`src/rtl/flash_seq_pkg.sv`:
```
package flash_seq_pkg;

   typedef enum logic [1:0] {
      OP_PROG  = 2'd0,
      OP_ERASE = 2'd1,
      OP_BATCH = 2'd2,
      OP_RSVD  = 2'd3
   } op_e;

   typedef enum logic [2:0] {
      RES_OK      = 3'd0,
      RES_VLOW    = 3'd1,
      RES_SEQ     = 3'd2,
      RES_ERASE   = 3'd3,
      RES_PROG    = 3'd4,
      RES_TIMEOUT = 3'd5
   } res_e;

   typedef enum logic [2:0] {
      ST_IDLE,
      ST_SETUP,
      ST_CONFIRM,
      ST_POLL,
      ST_GAP,
      ST_CLEAR,
      ST_ARRAY,
      ST_DONE
   } seq_st_e;

   localparam logic [7:0] CMD_PROG_SETUP  = 8'h40;
   localparam logic [7:0] CMD_ERASE_SETUP = 8'h20;
   localparam logic [7:0] CMD_ERASE_GO    = 8'hD0;
   localparam logic [7:0] CMD_CLR_STATUS  = 8'h50;
   localparam logic [7:0] CMD_ARRAY_MODE  = 8'hFF;

   localparam int SR_READY     = 7;
   localparam int SR_ERASE_BAD = 5;
   localparam int SR_PROG_BAD  = 4;
   localparam int SR_VOLT_LOW  = 3;

endpackage

```
`src/rtl/flash_status_decode.sv`:
```
module flash_status_decode
   import flash_seq_pkg::*;
#(
   parameter int DATA_W = 8
) (
   input  logic [DATA_W-1:0] status,
   output logic              ready,
   output res_e              code,
   output logic              is_err
);

   if (DATA_W < 8) begin : g_bad_width
      $error("flash_status_decode: DATA_W must be at least 8");
   end

   // bit 6 and bits 2..0 carry no meaning for the decode
   logic unused_status_bits;
   if (DATA_W > 8) begin : g_wide
      assign unused_status_bits = ^{status[DATA_W-1:8], status[6], status[2:0]};
   end else begin : g_narrow
      assign unused_status_bits = ^{status[6], status[2:0]};
   end

   always_comb begin
      ready = status[SR_READY];
      if (status[SR_VOLT_LOW]) begin
         code = RES_VLOW;
      end else if (status[SR_ERASE_BAD] && status[SR_PROG_BAD]) begin
         code = RES_SEQ;
      end else if (status[SR_ERASE_BAD]) begin
         code = RES_ERASE;
      end else if (status[SR_PROG_BAD]) begin
         code = RES_PROG;
      end else begin
         code = RES_OK;
      end
      is_err = (code != RES_OK);
   end

endmodule

```
`src/rtl/flash_poll_pacer.sv`:
```
module flash_poll_pacer #(
   parameter int POLL_GAP   = 2,
   parameter int POLL_LIMIT = 1024
) (
   input  logic clk,
   input  logic rst_n,
   input  logic restart,
   input  logic miss,
   input  logic in_gap,
   output logic gap_done,
   output logic last_try
);

   localparam int MISS_W = $clog2(POLL_LIMIT + 1);
   localparam logic [MISS_W-1:0] LAST_MISS = MISS_W'(POLL_LIMIT - 1);

   if (POLL_GAP < 1) begin : g_bad_gap
      $error("flash_poll_pacer: POLL_GAP must be at least 1");
   end
   if (POLL_LIMIT < 1) begin : g_bad_limit
      $error("flash_poll_pacer: POLL_LIMIT must be at least 1");
   end

   logic [MISS_W-1:0] miss_cnt;

   always_ff @(posedge clk) begin
      if (!rst_n || restart) begin
         miss_cnt <= '0;
      end else if (miss) begin
         miss_cnt <= miss_cnt + 1'b1;
      end
   end

   assign last_try = (miss_cnt == LAST_MISS);

   if (POLL_GAP == 1) begin : g_gap_single
      logic unused_in_gap;
      assign unused_in_gap = in_gap;
      assign gap_done      = 1'b1;
   end else begin : g_gap_count
      localparam int GAP_W = $clog2(POLL_GAP);
      localparam logic [GAP_W-1:0] GAP_END = GAP_W'(POLL_GAP - 1);
      logic [GAP_W-1:0] gap_cnt;

      always_ff @(posedge clk) begin
         if (!rst_n || !in_gap) begin
            gap_cnt <= '0;
         end else begin
            gap_cnt <= gap_cnt + 1'b1;
         end
      end

      assign gap_done = in_gap && (gap_cnt == GAP_END);
   end

endmodule

```
`src/rtl/flash_prog_seq.sv`:
```
module flash_prog_seq
   import flash_seq_pkg::*;
#(
   parameter int ADDR_W     = 17,
   parameter int DATA_W     = 8,
   parameter int POLL_GAP   = 2,
   parameter int POLL_LIMIT = 1024
) (
   input  logic              clk,
   input  logic              rst_n,
   input  logic              req_valid,
   input  logic [1:0]        req_op,
   input  logic [ADDR_W-1:0] req_addr,
   input  logic [DATA_W-1:0] req_data,
   input  logic              req_last,
   output logic              busy,
   output logic              done,
   output logic [2:0]        result,
   output logic              bus_we,
   output logic              bus_rd,
   output logic [ADDR_W-1:0] bus_addr,
   output logic [DATA_W-1:0] bus_wdata,
   input  logic [DATA_W-1:0] bus_rdata
);

   seq_st_e           st_q, st_d;
   op_e               op_q;
   logic [ADDR_W-1:0] addr_q;
   logic [DATA_W-1:0] data_q;
   logic              last_q;
   res_e              res_q, res_d;

   logic              sr_ready;
   res_e              sr_code;
   logic              sr_err;
   logic              gap_done;
   logic              last_try;

   logic is_erase;
   logic batch_mid;
   assign is_erase  = (op_q == OP_ERASE);
   assign batch_mid = (op_q == OP_BATCH) && !last_q;

   flash_status_decode #(
      .DATA_W (DATA_W)
   ) u_decode (
      .status (bus_rdata),
      .ready  (sr_ready),
      .code   (sr_code),
      .is_err (sr_err)
   );

   flash_poll_pacer #(
      .POLL_GAP   (POLL_GAP),
      .POLL_LIMIT (POLL_LIMIT)
   ) u_pacer (
      .clk      (clk),
      .rst_n    (rst_n),
      .restart  (st_q == ST_CONFIRM),
      .miss     ((st_q == ST_POLL) && !sr_ready),
      .in_gap   (st_q == ST_GAP),
      .gap_done (gap_done),
      .last_try (last_try)
   );

   // next state and result
   always_comb begin
      st_d  = st_q;
      res_d = res_q;
      unique case (st_q)
         ST_IDLE:    if (req_valid) st_d = ST_SETUP;
         ST_SETUP:   st_d = ST_CONFIRM;
         ST_CONFIRM: st_d = ST_POLL;
         ST_POLL: begin
            if (sr_ready) begin
               if (batch_mid) begin
                  res_d = RES_OK;
                  st_d  = ST_DONE;
               end else begin
                  res_d = sr_code;
                  st_d  = sr_err ? ST_CLEAR : ST_ARRAY;
               end
            end else if (last_try) begin
               res_d = RES_TIMEOUT;
               st_d  = ST_ARRAY;
            end else begin
               st_d = ST_GAP;
            end
         end
         ST_GAP:   if (gap_done) st_d = ST_POLL;
         ST_CLEAR: st_d = ST_ARRAY;
         ST_ARRAY: st_d = ST_DONE;
         ST_DONE:  st_d = ST_IDLE;
         default:  st_d = ST_IDLE;
      endcase
   end

   always_ff @(posedge clk) begin
      if (!rst_n) begin
         st_q   <= ST_IDLE;
         op_q   <= OP_PROG;
         addr_q <= '0;
         data_q <= '0;
         last_q <= 1'b0;
         res_q  <= RES_OK;
      end else begin
         st_q  <= st_d;
         res_q <= res_d;
         if (st_q == ST_IDLE && req_valid) begin
            op_q   <= op_e'(req_op);
            addr_q <= req_addr;
            data_q <= req_data;
            last_q <= req_last;
         end
      end
   end

   // device bus, decoded from state
   always_comb begin
      bus_we    = 1'b0;
      bus_rd    = 1'b0;
      bus_wdata = '0;
      unique case (st_q)
         ST_SETUP: begin
            bus_we    = 1'b1;
            bus_wdata = is_erase ? DATA_W'(CMD_ERASE_SETUP) : DATA_W'(CMD_PROG_SETUP);
         end
         ST_CONFIRM: begin
            bus_we    = 1'b1;
            bus_wdata = is_erase ? DATA_W'(CMD_ERASE_GO) : data_q;
         end
         ST_POLL: bus_rd = 1'b1;
         ST_CLEAR: begin
            bus_we    = 1'b1;
            bus_wdata = DATA_W'(CMD_CLR_STATUS);
         end
         ST_ARRAY: begin
            bus_we    = 1'b1;
            bus_wdata = DATA_W'(CMD_ARRAY_MODE);
         end
         default: ;
      endcase
   end

   assign bus_addr = addr_q;
   assign busy     = (st_q != ST_IDLE);
   assign done     = (st_q == ST_DONE);
   assign result   = res_q;

endmodule

```
`config.mk`:
```
export PLATFORM = sky130hd
export DESIGN_NAME = flash_prog_seq
export DESIGN_NICKNAME = d
export VERILOG_FILES = /design/src/rtl/flash_seq_pkg.sv /design/src/rtl/flash_status_decode.sv /design/src/rtl/flash_poll_pacer.sv /design/src/rtl/flash_prog_seq.sv
export SDC_FILE = /design/constraint.sdc
export NUM_CORES = 1
export LEC_CHECK = 0
export CAP_MARGIN = 30
export CORE_AREA = 2 2 68 70
export CTS_BUF_LIST = sky130_fd_sc_hd__clkbuf_4 sky130_fd_sc_hd__clkbuf_8
export DETAILED_ROUTE_END_ITERATION = 10
export DIE_AREA = 0 0 70 72
export GPL_ROUTABILITY_DRIVEN = 0
export HOLD_SLACK_MARGIN = 0.12
export PLACE_DENSITY = 0.93
export SYNTH_ARGS = -nofsm -noshare
export SYNTH_HDL_FRONTEND = slang
export SYNTH_SLANG_ARGS = --single-unit
```
`constraint.sdc`:
```
create_clock -name clk -period 2.3 [get_ports clk]
set_input_delay 0.23 -clock clk [delete_from_list [all_inputs] [get_ports clk]]
set_output_delay 0.23 -clock clk [all_outputs]
set_load 0.03 [all_outputs]
```
; ---- After elaboration in Yosys (flattened, before gate mapping)
; Cells that the tools add are included.
[totals]
regBits = 46
romBits = 0
out_inout_bits = 32
latch_bits = 0
ram_bits = 0
n_memories = 0
input_bits = 39
wordCells = 59
[op_classes]
multipliers = 0
n_reduce_logical = 18
n_addsub = 2
eq_ne = 12
div_mod_pow = 0
n_bitwise = 0
muxes = 19
n_lt_le_gt_ge = 0
n_shift = 0
[op_table]
columns = cell, n
row1 = one-hot mux 8 bit (4 select lines), 1
row2 = two-way mux 3 bit, 10
row3 = one-hot mux 3 bit (8 select lines), 1
row4 = "== test 3 bit, second input constant", 4
row5 = "adder 11 x 1 -> 11 bit, second input constant", 1
row6 = "== test 11 x 10 -> 1 bit, second input constant", 1
row7 = two-way mux 8 bit, 1
row8 = two-way mux 7 bit, 1
row9 = "== test 3 x 2 -> 1 bit, second input constant", 2
row10 = two-way mux 2 bit, 3
row11 = nonzero test 3 bit, 2
row12 = logical AND 1 bit, 5
row13 = logical NOT 1 bit, 4
row14 = "inequality test 2 bit, second input constant", 2
row15 = AND reduction 2 bit, 2
row16 = OR reduction 4 bit, 1
row17 = "== test 3 x 1 -> 1 bit, second input constant", 1
row18 = logical NOT 3 bit, 1
row19 = "== test 2 x 1 -> 1 bit, second input constant", 1
row20 = "== test 2 bit, second input constant", 1
row21 = logical OR 1 bit, 2
row22 = two-way mux 1 bit, 2
row23 = nonzero test 2 bit, 1
row24 = "adder 1 bit, second input constant", 1

; ---- Longest topological paths before layout
[logic_depth]
word_depth = 9
mapped_depth = 5

; ---- By module
; From an unflattened synthesis, not the netlist that was laid out.
[hier_totals]
hier_cells = 257
area_unflattened_um2 = 2069.5
[by_module_without_submodules]
columns = mod, n_inst, area_each_um2, seq_area_each_um2, cells_per_inst
row1 = flash_prog_seq, 1, 1487.7, 680.7, 190
row2 = flash_poll_pacer, 1, 544.3, 240.2, 61
row3 = flash_status_decode, 1, 37.5, 0.0, 6

; ---- Worst setup path after synthesis
; No wires, ideal clock.
[synth_timing]
kind = reg-to-output
startpoint = reg st_q[2]
endpoint = out bus_wdata[4]
arrival_ps = 1527
path_stages_with_launch = 5
required_ps = 2070
slack_ps = 543
path_cell_list = dfxtp_1 > buf_1 > clkbuf_1 > nor3_1 > o22ai_1
[synth_between]
elab_chain_cells = 2
[synth_rtl]
columns = item, line
row1 = from (decl), flash_prog_seq.sv:26  ; seq_st_e st_q, st_d;
row2 = from (signal assigned), flash_prog_seq.sv:107  ; st_q <= st_d;
row3 = "== test 3 bit, or another cell as far along", flash_prog_seq.sv:123  ; unique case (st_q)
row4 = one-hot mux 8 bit (4 select lines) (*), flash_prog_seq.sv:123
row5 = to (decl), flash_prog_seq.sv:22  ; output logic [DATA_W-1:0] bus_wdata,
; Every way passes the cells marked *; elsewhere a longest branch is shown, timed or not.

; ---- Worst setup path after layout
[layout_timing]
startpoint = reg st_q[2]
endpoint = out bus_rd
[layout_between]
elab_chain_cells = 2
[layout_rtl]
columns = item, line
row1 = == test 3 x 2 -> 1 bit, flash_prog_seq.sv:123
row2 = two-way mux 1 bit, flash_prog_seq.sv:123
row3 = to (decl), flash_prog_seq.sv:20  ; output logic bus_rd,
; No other way between the ends.

==> summary.md <==
| Metric | Value |
|---|---|
| Fin crit share | `94.8%` |
| Pins Over Slew Limit | `0` |
| Max Fclk | `459 MHz` |
| Detailed Route Iter0 Violations | `93` |
| Rows | `24` |
| Adder-cell area share of the yosys netlist | `0.610%` |
| Cts bufs inserted | `5` |
| Post-synth ARST share | `0%` |
| Worst Tran Pin Value | `0.476 ns` |
| Final ANT Viol Nets | `0` |
| Sequential Power Share | `48.3%` |
| Worst min path class | `flop to flop` |
| Area share of the largest cell type after synthesis | `44.9%` |
| Worst slew margin | `68.1%` |
| Clk Latency, worst-skew pair | `0.29 ns` |
| Synth Flop Type | `dfxtp_1` |
| Vias per cell | `5.49` |
| Clock Skew | `0.00280 ns` |
| Int Power | `1.28 mW` |
| CP max-delay cell | `dfxtp_1` |
| EDFF count, synth | `0` |
| Max incr delay on CP | `0.59 ns` |
| Clk sink count | `46` |
| Vias in the first global route | `1943` |
| I/O Buffers | `66` |
| Cells after Synth | `262` |
| Yosys reg bits | `46` |
| CTS H-tree lvls | `2` |
| Hold Startpoint | `bus_addr[1]$_SDFFE_PN0P_` |
| Final setup vio count | `0` |
| Initial antenna violation count | `0` |
| Max FO, Critical Path | `12` |
| Synth Area in XOR/XNOR | `0.427%` |
| Leading area contributor after synthesis | `dfxtp_1` |
| Synth Warn # | `0` |
| Most frequent cells in the layout | `clkdlybuf4s50_1 (64), nand2_1 (63), dfxtp_1 (45)` |
| Final Util | `66.9%` |
| Core area | `0.00426 mm2` |
| Initial cell density of the core | `48.1%` |
| Post-synth net total | `302` |
| CTS tree | `done` |
| Fin. Hold Viols | `0` |
| Startpoint Class | `flop` |
| Combinational Power Share | `24.1%` |
| Crit Path Class | `flop to output port` |
| Total Nets Final | `364` |
| Synth cell types | `39` |
| CP Cell Sequence | `buf_4 > nand3b_1 > inv_1 > clkdlybuf4s50_1` |
| Residual DRC | `0` |
| Die X | `70 um` |
| Clock transition at path regs | `0.08 ns` |
| I/O Pins | `71` |
| # diodes | `0` |
| R2r startpoint | `st_q[2]$_SDFFE_PN0P_` |
| P_sw | `0.548 mW` |
| LEAKAGE | `1.03 nW` |
| Layout cells sized above 1 | `5.85%` |
| Avg WL per Cell | `13.4 um` |
| Mux cell area share after synthesis | `1.46%` |
| Crit path buf inv count | `3` |
| Routed wire length | `5040 um` |
| Commonest non-fill, non-tap cell in the layout | `clkdlybuf4s50_1` |
| Drt pass-1 iters | `4` |
| Total GRT Usage | `20.0%` |
| Worst EP arrival | `1.95 ns` |
| Post-synthesis sequential area ratio | `44.9%` |
| Synth area leaders | `dfxtp_1 (45%), nand2_1 (12%), a21oi_1 (10%), nor2_1 (2.6%), or4_1 (2.2%)` |
| Clock Tree Buf Depth | `2` |
| Largest net degree at the start of global routing | `29` |
| CP Capture Type | `output port` |
| Clock power frac | `27.6%` |
| Critical Path RT | `2.07 ns` |
| RSZ-0062 raised after global routing | `no` |
| Post-synthesis simple-gate area fraction | `30.9%` |
| Synth Area in Compound Gates | `17.0%` |
| Avg Cell Area, Syn | `7.83 um2` |
| Gr ovfl total | `0` |
| Netlist Area Pre-Place | `0.00205 mm2` |
| CP top delay family | `buffers and inverters` |
| # hold bufs at CTS | `0` |
| Worst VDD drop | `0.487 mV` |
| Root Buffer | `clkbuf_8` |
| Detailed placement HPWL | `3680 um` |
| Die height | `72 um` |
| Global-route wire length before repair | `8290 um` |
| DR vias | `2071` |
| Largest family of logic cells by synthesized area | `simple AND/OR/NAND/NOR gates` |
| Total Neg Setup Slack | `0 ns` |
| # Post-CTS Setup Buffers | `0` |
| Switch share | `29.9%` |
| Max_cap viols | `0` |
| Die area | `0.00504 mm2` |
| Fin crit period | `2.18 ns` |
| Post-synthesis to final-layout area growth | `39.0%` |
| Critical Path Source | `st_q[2]$_SDFFE_PN0P_` |
| Status | `completed` |
| Pwr/cell area | `641 mW/mm2` |
| Number of fill cells | `347` |
==> logic make-up (layout without fill, tap and decap cells) <==
group,after synthesis,after routing
AND/OR/NAND/NOR,125,125
AO/OA/AOI/OAI,62,62
flip-flops,46,46
buffers and inverters,24,87
multiplexers,3,3
adder cells (fa/ha/maj),1,1
XOR/XNOR,1,1
==> power by group through the flow <==
stage	Clock (mW)	Sequential (mW)	Combinational (mW)
floorplan	0	0.941	0.214
global placement	0	0.898	0.432
detailed placement	0	0.902	0.440
CTS	0.520	0.884	0.443
global route	0.554	0.891	0.477
finish	0.505	0.884	0.440
==> worst min-delay path, cell delays in order (launching register included) <==
cell	delay (ns)
dfxtp_1	0.31
nand2_1	0.05
a21oi_1	0.05
==> area by class of cell <==
cell class / count / area, um2 / area share [%]
clock buffers: 6 / 82.6 / 2.89
multi-input cells: 192 / 1030 / 36.2
inverters: 7 / 26.3 / 0.921
well taps: 52 / 65.1 / 2.28
repair buffers: 72 / 711 / 24.9
flip-flops and latches: 46 / 922 / 32.3
clock inverters: 2 / 12.5 / 0.439
==> metrics by stage <==
stage	hold slack, ns	total power [mW]	cells	setup slack (ns)	cell area [um2]
2_1_floorplan	0.366	1.15	262	0.543	2050
3_3_place_gp	0.435	1.33	369	0.344	2750
3_5_place_dp	0.448	1.34	369	0.317	2750
4_1_cts	0.460	1.85	377	0.0900	2850
5_1_grt	0.481	1.92	377	0.0184	2850
6_report	0.455	1.83	377	0.120	2850
==> cell usage after synthesis (all sizes together), types with 4 or more instances <==
cell,number
buf,7
dfxtp,46
inv,7
nor2,14
a21oi,43
clkbuf,10
or3,4
o31ai,4
nor4,4
nand2,63
nand3,8
nor3,4
o21ai,5
nand2b,4
or4,6
==> per-layer routing <==
layer / up-vias / global-route usage (%) / wire [um] / share of wire [%]
met5: - / 0 / 0 / 0
met4: 0 / 5.56 / 62 / 1.2
met3: 8 / 7.36 / 418 / 8.3
met2: 68 / 36.4 / 2520 / 50
met1: 963 / 22.1 / 2040 / 40
li1: 1032 / - / - / -
==> path summary, 6_finish.rpt <==
kind / slack [ns] / cells after the start / endpoint
setup / recovery: 0.12 / 4 / bus_rd
hold / removal: 0.46 / 2 / bus_addr[1]$_SDFFE_PN0P_
setup reg to reg: 0.47 / 4 / result[0]$_SDFFE_PN0P_
hold reg to reg: 0.46 / 2 / bus_addr[1]$_SDFFE_PN0P_
==> flip-flops by register name, indices dropped and copies added, names as in the netlist <==
register	flops
bus_addr	17
u_pacer.g_gap_count.gap_cnt	1
result	3
u_pacer.miss_cnt	11
st_q	3
data_q	8
last_q	1
op_q	2
==> what timing repair did <==
item | 4_1_cts | 5_1_grt
cloned | 0 | 0
endpoints found under the hold margin | 0 | 0
gates resized for setup | 1 | 2
endpoints found under the setup margin | 1 | 2
Note: power is estimated with default switching activity, not from simulation.
